===== src/rtl/irqd_pkg.sv =====
package irqd_pkg;
  localparam int NSRC      = 5;
  localparam int DATA_W    = 8;
  localparam int ADDR_W    = 16;
  localparam int VEC_BASE  = 64;
  localparam int VEC_STEP  = 8;
  localparam int STALL_CYC = 20;
endpackage


===== src/rtl/irqd_pend_reg.sv =====
module irqd_pend_reg #(
  parameter int NSRC = irqd_pkg::NSRC
) (
  input  logic            clk,
  input  logic            rst,
  input  logic [NSRC-1:0] req_i,
  input  logic            wr_en_i,
  input  logic [NSRC-1:0] wr_data_i,
  input  logic [NSRC-1:0] clr_i,
  output logic [NSRC-1:0] pend_o
);
  logic [NSRC-1:0] base;

  always_comb begin
    base = wr_en_i ? wr_data_i : pend_o;
  end

  always_ff @(posedge clk) begin
    if (rst) pend_o <= '0;
    else     pend_o <= (base & ~clr_i) | req_i;
  end

  for (genvar k = 0; k < NSRC; k++) begin : g_chk

    pulse_lands_chk: assert property (@(posedge clk) disable iff (rst)
      req_i[k] |=> pend_o[k]);
  end
endmodule


===== src/rtl/irqd_prio_pick.sv =====
module irqd_prio_pick #(
  parameter int NSRC  = irqd_pkg::NSRC,
  parameter int IDX_W = 3
) (
  input  logic [NSRC-1:0]  cand_i,
  output logic [NSRC-1:0]  grant_o,
  output logic [IDX_W-1:0] idx_o,
  output logic             any_o
);
  localparam int PAD_W = 1 << IDX_W;

  logic [NSRC:0]    seen;
  logic [PAD_W-1:0] grant_pad;

  assign seen[0] = 1'b0;
  for (genvar k = 0; k < NSRC; k++) begin : g_lane
    assign grant_o[k]  = cand_i[k] & ~seen[k];
    assign seen[k+1]   = seen[k] | cand_i[k];
  end
  assign any_o = seen[NSRC];

  always_comb begin
    idx_o = '0;
    for (int k = NSRC - 1; k >= 0; k--) begin
      if (cand_i[k]) idx_o = IDX_W'(k);
    end
  end

  always_comb begin
    grant_pad = '0;
    grant_pad[NSRC-1:0] = grant_o;
  end


  always_comb begin
    idx_grant_agree_chk: assert (!any_o || grant_pad[idx_o]);
  end
endmodule


===== src/rtl/irqd_enable_ctl.sv =====
module irqd_enable_ctl (
  input  logic clk,
  input  logic rst,
  input  logic step_i,
  input  logic ei_i,
  input  logic di_i,
  input  logic reti_i,
  input  logic take_i,
  output logic ime_o,
  output logic ime_eff_o
);
  logic ei_q;

  always_comb begin
    ime_eff_o = ime_o;
    if (di_i)   ime_eff_o = 1'b0;
    if (reti_i) ime_eff_o = 1'b1;
    if (ei_q)   ime_eff_o = 1'b1;
  end

  always_ff @(posedge clk) begin
    if (rst) begin
      ime_o <= 1'b0;
      ei_q  <= 1'b0;
    end else if (step_i) begin
      ime_o <= take_i ? 1'b0 : ime_eff_o;
      ei_q  <= ei_q ? 1'b0 : ei_i;
    end
  end


  queued_enable_chk: assert property (@(posedge clk) disable iff (rst)
    step_i && ei_q && !take_i |=> ime_o);

  disable_now_chk: assert property (@(posedge clk) disable iff (rst)
    step_i && di_i && !reti_i && !ei_q |=> !ime_o);
endmodule


===== src/rtl/irq_dispatch_unit.sv =====
module irq_dispatch_unit #(
  parameter int NSRC      = irqd_pkg::NSRC,
  parameter int DATA_W    = irqd_pkg::DATA_W,
  parameter int ADDR_W    = irqd_pkg::ADDR_W,
  parameter int VEC_BASE  = irqd_pkg::VEC_BASE,
  parameter int VEC_STEP  = irqd_pkg::VEC_STEP,
  parameter int STALL_CYC = irqd_pkg::STALL_CYC,
  localparam int IDX_W    = (NSRC > 1) ? $clog2(NSRC) : 1,
  localparam int CNT_W    = $clog2(STALL_CYC + 1)
) (
  input  logic              clk,
  input  logic              rst,
  input  logic [NSRC-1:0]   req_i,
  input  logic              pend_wr_i,
  input  logic [DATA_W-1:0] pend_wdata_i,
  input  logic              mask_wr_i,
  input  logic [DATA_W-1:0] mask_wdata_i,
  input  logic              boundary_i,
  input  logic              op_ei_i,
  input  logic              op_di_i,
  input  logic              op_reti_i,
  output logic              dispatch_o,
  output logic [ADDR_W-1:0] vector_o,
  output logic [CNT_W-1:0]  stall_len_o,
  output logic              busy_o,
  output logic              ime_o,
  output logic [NSRC-1:0]   pend_o,
  output logic [NSRC-1:0]   mask_o
);
  localparam int VEC_LAST = VEC_BASE + VEC_STEP * (NSRC - 1);

  logic [CNT_W-1:0]  stall_cnt;
  logic              step, ime_eff, any, take;
  logic [NSRC-1:0]   cand, grant, clr;
  logic [IDX_W-1:0]  idx;
  logic [ADDR_W-1:0] vec_calc;
  logic              unused_hi;

  assign unused_hi = ^{pend_wdata_i[DATA_W-1:NSRC], mask_wdata_i[DATA_W-1:NSRC]};

  assign busy_o = (stall_cnt != '0);
  assign step   = boundary_i & ~busy_o;
  assign cand   = mask_o & pend_o;
  assign take   = step & ime_eff & any;
  assign clr    = take ? grant : '0;
  assign vec_calc = ADDR_W'(VEC_BASE) + ADDR_W'(VEC_STEP) * ADDR_W'(idx);

  irqd_pend_reg #(.NSRC(NSRC)) u_pend (
    .clk       (clk),
    .rst       (rst),
    .req_i     (req_i),
    .wr_en_i   (pend_wr_i),
    .wr_data_i (pend_wdata_i[NSRC-1:0]),
    .clr_i     (clr),
    .pend_o    (pend_o)
  );

  irqd_prio_pick #(.NSRC(NSRC), .IDX_W(IDX_W)) u_pick (
    .cand_i  (cand),
    .grant_o (grant),
    .idx_o   (idx),
    .any_o   (any)
  );

  irqd_enable_ctl u_en (
    .clk       (clk),
    .rst       (rst),
    .step_i    (step),
    .ei_i      (op_ei_i),
    .di_i      (op_di_i),
    .reti_i    (op_reti_i),
    .take_i    (take),
    .ime_o     (ime_o),
    .ime_eff_o (ime_eff)
  );

  always_ff @(posedge clk) begin
    if (rst) mask_o <= '0;
    else if (mask_wr_i) mask_o <= mask_wdata_i[NSRC-1:0];
  end

  always_ff @(posedge clk) begin
    if (rst) begin
      dispatch_o  <= 1'b0;
      vector_o    <= '0;
      stall_len_o <= '0;
      stall_cnt   <= '0;
    end else begin
      dispatch_o  <= take;
      vector_o    <= take ? vec_calc : '0;
      stall_len_o <= take ? CNT_W'(STALL_CYC) : '0;
      if (take)                stall_cnt <= CNT_W'(STALL_CYC);
      else if (stall_cnt != 0) stall_cnt <= stall_cnt - CNT_W'(1);
    end
  end


  vector_shape_chk: assert property (@(posedge clk) disable iff (rst)
    dispatch_o |-> (vector_o >= ADDR_W'(VEC_BASE)) && (vector_o <= ADDR_W'(VEC_LAST))
                   && (vector_o % ADDR_W'(VEC_STEP) == '0));

  ime_dropped_chk: assert property (@(posedge clk) disable iff (rst)
    dispatch_o |-> !ime_o);

  stall_start_chk: assert property (@(posedge clk) disable iff (rst)
    dispatch_o |-> busy_o && (stall_len_o == CNT_W'(STALL_CYC)));

  no_take_in_stall_chk: assert property (@(posedge clk) disable iff (rst)
    dispatch_o |-> !$past(busy_o));

  had_candidate_chk: assert property (@(posedge clk) disable iff (rst)
    dispatch_o |-> ($past(cand) != '0));
endmodule


===== config.mk =====
export PLATFORM = sky130hd
export DESIGN_NAME = irq_dispatch_unit
export DESIGN_NICKNAME = d
export VERILOG_FILES = /design/src/rtl/irqd_pkg.sv /design/src/rtl/irqd_pend_reg.sv /design/src/rtl/irqd_prio_pick.sv /design/src/rtl/irqd_enable_ctl.sv /design/src/rtl/irq_dispatch_unit.sv
export SDC_FILE = /design/constraint.sdc
export NUM_CORES = 1
export LEC_CHECK = 0
export BUFFER_PORTS_ARGS = -buffer_cell sky130_fd_sc_hd__buf_2
export CORE_MARGIN = 5
export CORE_UTILIZATION = 39
export CTS_CLUSTER_SIZE = 16
export DETAILED_ROUTE_END_ITERATION = 12
export PLACE_DENSITY = 0.72
export SLEW_MARGIN = 20
export SYNTH_ARGS = -nofsm -noshare
export SYNTH_HDL_FRONTEND = slang
export SYNTH_SLANG_ARGS = --single-unit

===== constraint.sdc =====
create_clock -name clk -period 1.7 [get_ports clk]
set_clock_uncertainty 0.05 [all_clocks]
set_input_delay 0.17 -clock clk [delete_from_list [all_inputs] [get_ports clk]]
set_output_delay 0.17 -clock clk [all_outputs]
set_load 0.005 [all_outputs]

==> run metrics, run 1 <==
fraction of layout instances using a drive strength above 1 0.3810; post-place instance area 1267 um^2; worst-skew pair later-pin latency 0.32 ns; Final Cell Area 1354 um^2; maximum number of pins on one net before global-route repair 21; CTS buffer count 3; vias 957; initial antenna violation count 0; worst hold path endpoint u_pend.pend_o[1]; Clock transition at path regs 0.12 ns; post-route antenna net violation count 0; cell chosen for the clock root sky130_fd_sc_hd__clkbuf_4; vias in the first global route 943; final hold viol count 0; FF-to-FF End vector_o[3]; number of DRC violations after detailed routing 0; Switching Power 0.5526 mW; count of max-cap constraint violations 0; PortBufs 41; number of pins exceeding their max-slew limit in the final report 0; average cell area after synthesis 8.911 um^2; Core Region 2734 um^2; maximum level of the CTS H-tree 1; area used by multi-input combinational logic 551.8 um^2; status finished, final reports clean; CTS max path bufs 2; count of state elements after synthesis 22; min Tclk post-route 1.647 ns; WL final 2.567 mm; Post-synth ARST share 0; Initial DRT Pass Iterations 4; number of rows in the core area 19; critical path endpoint category flop; Via-to-Cell Ratio 4.809; Worst R2R Path Depth 7; Tightest Hold Check Type in2reg; Worst Setup Path Type reg2reg; share of power burned in the clock network 0.184; overall track demand over capacity in global routing 0.1308; Final period util 0.9689; global-route wire length before repair 4.202 mm; count of yosys warnings during synthesis 0; number of buffers inserted for hold repair after clock tree synthesis 0; PnR Total Power 1.632 mW; gate count after technology mapping 123; startpoint type of the worst setup path flop; hold path depth 3; net total in the final layout 199; routed wirelength normalized by instance count 12.90 um; number of different library cells in the post-synthesis netlist 30; Post-Syn Area 1096 um^2; switching share of power 0.3386; number of antenna diodes 0; HP Start req_i[1]; sequential area share after synthesis 0.4018; VDD IR-drop max 0.8313 mV; Placed Instances 190; r2r setup slk 0.05 ns; Power per Cell Area 1206 nW/um^2; Post-synth EDFFs 0; overflow left after global routing 0; chip height 63.02 um; footprint of the flip-flops and latches 442.9 um^2; reg-to-reg critical path startpoint stall_cnt[0]; share of power burned in combinational logic 0.406; setup-violating endpoint count in the final report 0; top_reg_cell synth sky130_fd_sc_hd__dfxtp_1; Max Freq 0.6071 GHz; number of ports placed on the die boundary 63; post-DP HPWL 2.021 mm; P_leak 0.6601 nW; setup repair after global routing missed its margin true; proportion of power drawn by flip-flops and latches 0.410; CP Data Arrival Time 1.84 ns; total number of clock tree sinks 22; internal power 1.080 mW; filler-free cell count of the finished design 199; critical-path maximum fanout 3; area growth from synthesis to final layout 23.52%; die outline area 3971 um^2; share of the core filled with cells 0.4952; required time reported for the critical path endpoint 1.90 ns; initial detailed-routing violation count 15; TritonCTS clock tree done; gpl congestion 0.8180; effective utilization at floorplan 0.4009; Die Width 63.02 um; count of filler cells inserted in the layout 271
[cell usage after synthesis (2+ instances only)]
library cell | n | share of area
sky130_fd_sc_hd__mux2i_1 | 5 | 0.046
sky130_fd_sc_hd__inv_1 | 7 | 0.024
sky130_fd_sc_hd__nand2_1 | 9 | 0.031
sky130_fd_sc_hd__nand3_1 | 2 | 0.0091
sky130_fd_sc_hd__dfxtp_1 | 22 | 0.40
sky130_fd_sc_hd__a22oi_1 | 2 | 0.014
sky130_fd_sc_hd__a211oi_1 | 5 | 0.034
sky130_fd_sc_hd__nor4_1 | 4 | 0.023
sky130_fd_sc_hd__buf_4 | 17 | 0.12
sky130_fd_sc_hd__nor2_1 | 9 | 0.031
sky130_fd_sc_hd__clkbuf_1 | 3 | 0.010
sky130_fd_sc_hd__a21oi_1 | 7 | 0.032
sky130_fd_sc_hd__nor3_1 | 9 | 0.041
sky130_fd_sc_hd__xnor2_1 | 2 | 0.016
sky130_fd_sc_hd__nor2b_1 | 5 | 0.029
[sequential cells by signal, summed over array words and instances (netlist names)]
register	cells
stall_len_o	1
mask_o	5
stall_cnt	5
u_pend.pend_o	5
u_en.ime_o	1
vector_o	4
u_en.ei_q	1
[cell type report]
class,count,area share
inverters,7,0.01941
clock buffers,4,0.02680
flip-flops and latches,22,0.3272
well taps,31,0.02865
multi-input cells,87,0.4076
repair buffers,48,0.1904
[what timing repair did]
item,in CTS,in global routing
pin swaps,3,2
endpoints found under the setup margin,1,4
setup buffers,3,2
resized for setup,4,1
cloned,0,0
[power groups by stage]
stage	combinational (mW)	clock [mW]	sequential [mW]
final	0.662	0.301	0.669
after global routing	0.732	0.327	0.684
after CTS	0.634	0.301	0.669
after detailed placement	0.558	0	0.678
after global placement	0.534	0	0.670
after floorplan	0.409	0	0.666
[worst max-delay path, stage by stage, from the launching register on]
cell                       delay [ns]
sky130_fd_sc_hd__dfxtp_2         0.35
sky130_fd_sc_hd__inv_2           0.07
sky130_fd_sc_hd__ha_4            0.13
sky130_fd_sc_hd__nor4b_4         0.21
sky130_fd_sc_hd__buf_4           0.16
sky130_fd_sc_hd__o311ai_4        0.08
sky130_fd_sc_hd__or3_4           0.35
sky130_fd_sc_hd__a221oi_2        0.17
[worst max-delay path by stage]
stage | start | cells after the start | slack [ns] | endpoint
2_1_floorplan | stall_cnt[0] | 6 | -0.13 | vector_o[3]
3_5_place_dp | stall_cnt[0] | 7 | 0.03 | u_pend.pend_o[3]
4_1_cts | stall_cnt[1] | 7 | 0.003 | vector_o[3]
5_1_grt | stall_cnt[0] | 7 | -0.05 | vector_o[3]
3_3_place_gp | stall_cnt[0] | 6 | 0.06 | vector_o[3]
6_report | stall_cnt[0] | 7 | 0.05 | vector_o[3]
[stage by stage]
step	TNS [ns]	hold WS, ns	setup WS [ns]
finish	0	0.02081	0.05294
floorplan	-0.1481	0.2495	-0.1257
CTS	0	0.02634	0.002933
detailed placement	0	0.3633	0.02978
global placement	0	0.3558	0.06070
global route	-0.08926	0.03071	-0.05236
[kinds of logic after synthesis]
| family | after synthesis | share of synthesized area |
|---|---|---|
| adder cells (fa/ha/maj) | 1 | 0.01141 |
| AND/OR/NAND/NOR | 44 | 0.2203 |
| multiplexers | 6 | 0.05594 |
| buffers and inverters | 28 | 0.1541 |
| other | 1 | 0.003421 |
| XOR/XNOR | 2 | 0.01598 |
| AO/OA/AOI/OAI | 19 | 0.1370 |
| flip-flops | 22 | 0.4018 |
[per-layer routing]
metal | vias to the layer above | GRT usage | routed length [um]
li1 | 481 | - | -
met1 | 433 | 0.1490 | 1011
met2 | 36 | 0.2167 | 1308
met3 | 7 | 0.02518 | 165
met4 | 0 | 0.09019 | 82
met5 | - | 0 | 0
[layout by cell type (no fill, tap or decap), drive strengths merged]
master   n
o31ai    1
nand3b   1
and3     1
a211oi   5
dfxtp   22
nor2     9
and2     1
conb    15
or3      1
mux2i    5
nor2b    5
xnor2    2
nand2    9
a22oi    2
clkbuf   4
mux2     1
nor4b    1
a21oi    7
nor3     9
or2      1
a221oi   1
nor4     4
o21ai    1
buf     48
ha       1
o311ai   2
nand3    2
inv      7
Power figures use the tool's default switching activity.
==> inputs of run 2 (changes only) <==
--- a/config.mk
+++ b/config.mk
@@ -11,6 +11,7 @@
 export CTS_CLUSTER_SIZE = 16
 export DETAILED_ROUTE_END_ITERATION = 12
 export PLACE_DENSITY = 0.72
+export REMOVE_ABC_BUFFERS = 1
 export SLEW_MARGIN = 20
 export SYNTH_ARGS = -nofsm -noshare
 export SYNTH_HDL_FRONTEND = slang
==> run 2 against run 1 <==
Combinational power grew 7.6%. Critical path depth is 1 lower. Utilization rose by 0.59 points. Register-to-register slack better by 0.02 ns. Sequential cell count is the same. Critical endpoint is now busy_o. Largest power group is now combinational logic.
==> run metrics, run 2 (synthesized netlist as in run 1, its figures left out) <==
Initial DRT Pass Iterations 4 (unchanged); global-route wire length before repair 3.988 mm (-5.1%); Worst Setup Path Type reg2out; routed wirelength normalized by instance count 12.43 um (-3.7%); net total in the final layout 199 (unchanged); critical path cell sequence inv_2 -> ha_4 -> nor4b_4 -> buf_4 -> inv_2 -> buf_6; filler-free cell count of the finished design 199 (unchanged); vias 949 (-0.84%); number of pins exceeding their max-slew limit in the final report 0 (unchanged); Final period util 0.9629 (-0.005991); most frequent cells in the layout sky130_fd_sc_hd__buf_2 (40), sky130_fd_sc_hd__dfxtp_1 (20), sky130_fd_sc_hd__conb_1 (15); post-DP HPWL 1.969 mm (-2.6%); largest stage delay on the critical path 0.35 ns (about the same); HP Start mask_wdata_i[2]; initial antenna violation count 0 (unchanged); critical-path maximum fanout 3 (unchanged); maximum number of pins on one net before global-route repair 21 (unchanged); cell chosen for the clock root sky130_fd_sc_hd__clkbuf_4; CTS buffer count 3 (unchanged); count of max-cap constraint violations 0 (unchanged); slowest CP cell sky130_fd_sc_hd__dfxtp_2; Tightest Hold Check Type in2reg; required time reported for the critical path endpoint 1.48 ns (-0.42 ns); number of antenna diodes 0 (unchanged); Max Freq 0.6109 GHz (+0.62%); Power per Cell Area 1219 nW/um^2 (+1.1%); worst-skew pair later-pin latency 0.31 ns (about the same); number of ports placed on the die boundary 63 (unchanged); Placed Instances 190 (unchanged); Core Region 2734 um^2 (unchanged); maximum level of the CTS H-tree 1 (unchanged); critical path endpoint category output pin; launching instance or port of the critical path stall_cnt[1]; fraction of layout instances using a drive strength above 1 0.3929 (+0.01190); vias in the first global route 946 (+0.32%); TritonCTS clock tree done; post-route antenna net violation count 0 (unchanged); reg-to-reg critical path startpoint stall_cnt[1]; die outline area 3971 um^2 (unchanged); CTS max path bufs 2 (unchanged); Via-to-Cell Ratio 4.769 (-0.84%); VDD IR-drop max 0.7289 mV (-12%); area used by multi-input combinational logic 558.0 um^2 (+1.1%); dominant delay contributor by cell family on the critical path buffers and inverters; count of filler cells inserted in the layout 262 (-3.3%); buffers plus inverters on the worst setup path 4 (+2); P_leak 0.6645 nW (+0.67%); Die Width 63.02 um (unchanged); overall track demand over capacity in global routing 0.1223 (-0.008570); PortBufs 41 (unchanged); Clock transition at path regs 0.12 ns (about the same); area growth from synthesis to final layout 25.00%; WL final 2.473 mm (-3.7%); setup repair after global routing missed its margin true; effective utilization at floorplan 0.4009 (unchanged); total number of clock tree sinks 22 (unchanged); min Tclk post-route 1.637 ns (-0.01018 ns); number of rows in the core area 19 (unchanged); most frequent standard cell in the layout excluding fill and tap cells sky130_fd_sc_hd__buf_2; number of buffers inserted for hold repair after clock tree synthesis 0 (unchanged); initial detailed-routing violation count 38 (+23); gpl congestion 0.7094 (-13%); status finished, final reports clean; CP Data Arrival Time 1.42 ns (-0.42 ns); startpoint type of the worst setup path flop; footprint of the flip-flops and latches 442.9 um^2 (unchanged); number of DRC violations after detailed routing 0 (unchanged); CP dominant cell by count sky130_fd_sc_hd__inv_2; final hold viol count 0 (unchanged); setup-violating endpoint count in the final report 0 (unchanged); share of the core filled with cells 0.5011 (+0.005949); chip height 63.02 um (unchanged); overflow left after global routing 0 (unchanged); largest registers mask_o: 5 flops, stall_cnt: 5 flops, u_pend.pend_o: 5 flops
[run 2: worst register-to-register path, delay by kind of cell (launching register included)]
kind            cells  cell delay (ns)
flops               1             0.35
fa+ha+maj           1             0.13
buf+inv             1             0.06
simple gates        2             0.62
compound gates      2             0.35
[run 2: path summary, 6_finish.rpt]
path / end / slack, ns / cells after the start
setup reg to reg: vector_o[3] / 0.07 / 6
hold reg to reg: u_en.ime_o / 0.43 / 2
setup / recovery: busy_o / 0.06 / 6
hold / removal: mask_o[2] / 0.04 / 3
[run 2: metal layers]
metal,share of wire,GRT usage,vias to the layer above,routed length [um]
li1,-,-,485,-
met2,0.48,0.2077,42,1182
met3,0.093,0.04137,3,229
met1,0.42,0.1455,419,1045
met5,0,0,-,0
met4,0.0061,0.03183,0,15
[run 2: power by group]
group	switching (mW)	leakage (nW)	internal [mW]
clock network	0.160	0.0210	0.131
registers	0.0760	0.182	0.592
logic	0.327	0.462	0.385
[run 2: layout make-up]
cell class,instances,area share
clock buffer,4,0.02648
inverter,7,0.01918
timing repair buffer,48,0.1954
sequential,22,0.3233
multi-input combinational,87,0.4073
tap,31,0.02831
[run 2: per-stage QoR]
| step | setup WS [ns] | setup TNS (ns) | hold slack, ns | total power, mW | cell area, um^2 |
|---|---|---|---|---|---|
| after global placement | 0.03403 | 0 | 0.3527 | 1.203 | 1265 |
| after global routing | -0.03259 | -0.07187 | 0.03992 | 1.784 | 1370 |
| final | 0.06312 | 0 | 0.03599 | 1.670 | 1370 |
| after detailed placement | -0.007146 | -0.01126 | 0.3630 | 1.240 | 1265 |
| after floorplan | -0.1345 | -0.1800 | 0.1891 | 1.032 | 1006 |
| after CTS | 0.01090 | 0 | 0.02833 | 1.640 | 1346 |
[run 2: repair_timing]
action / in CTS / in global routing
resized for setup: 5 / 6
pin swaps: 0 / 3
buffers inserted: 4 / 1
setup endpoints to repair: 3 / 5
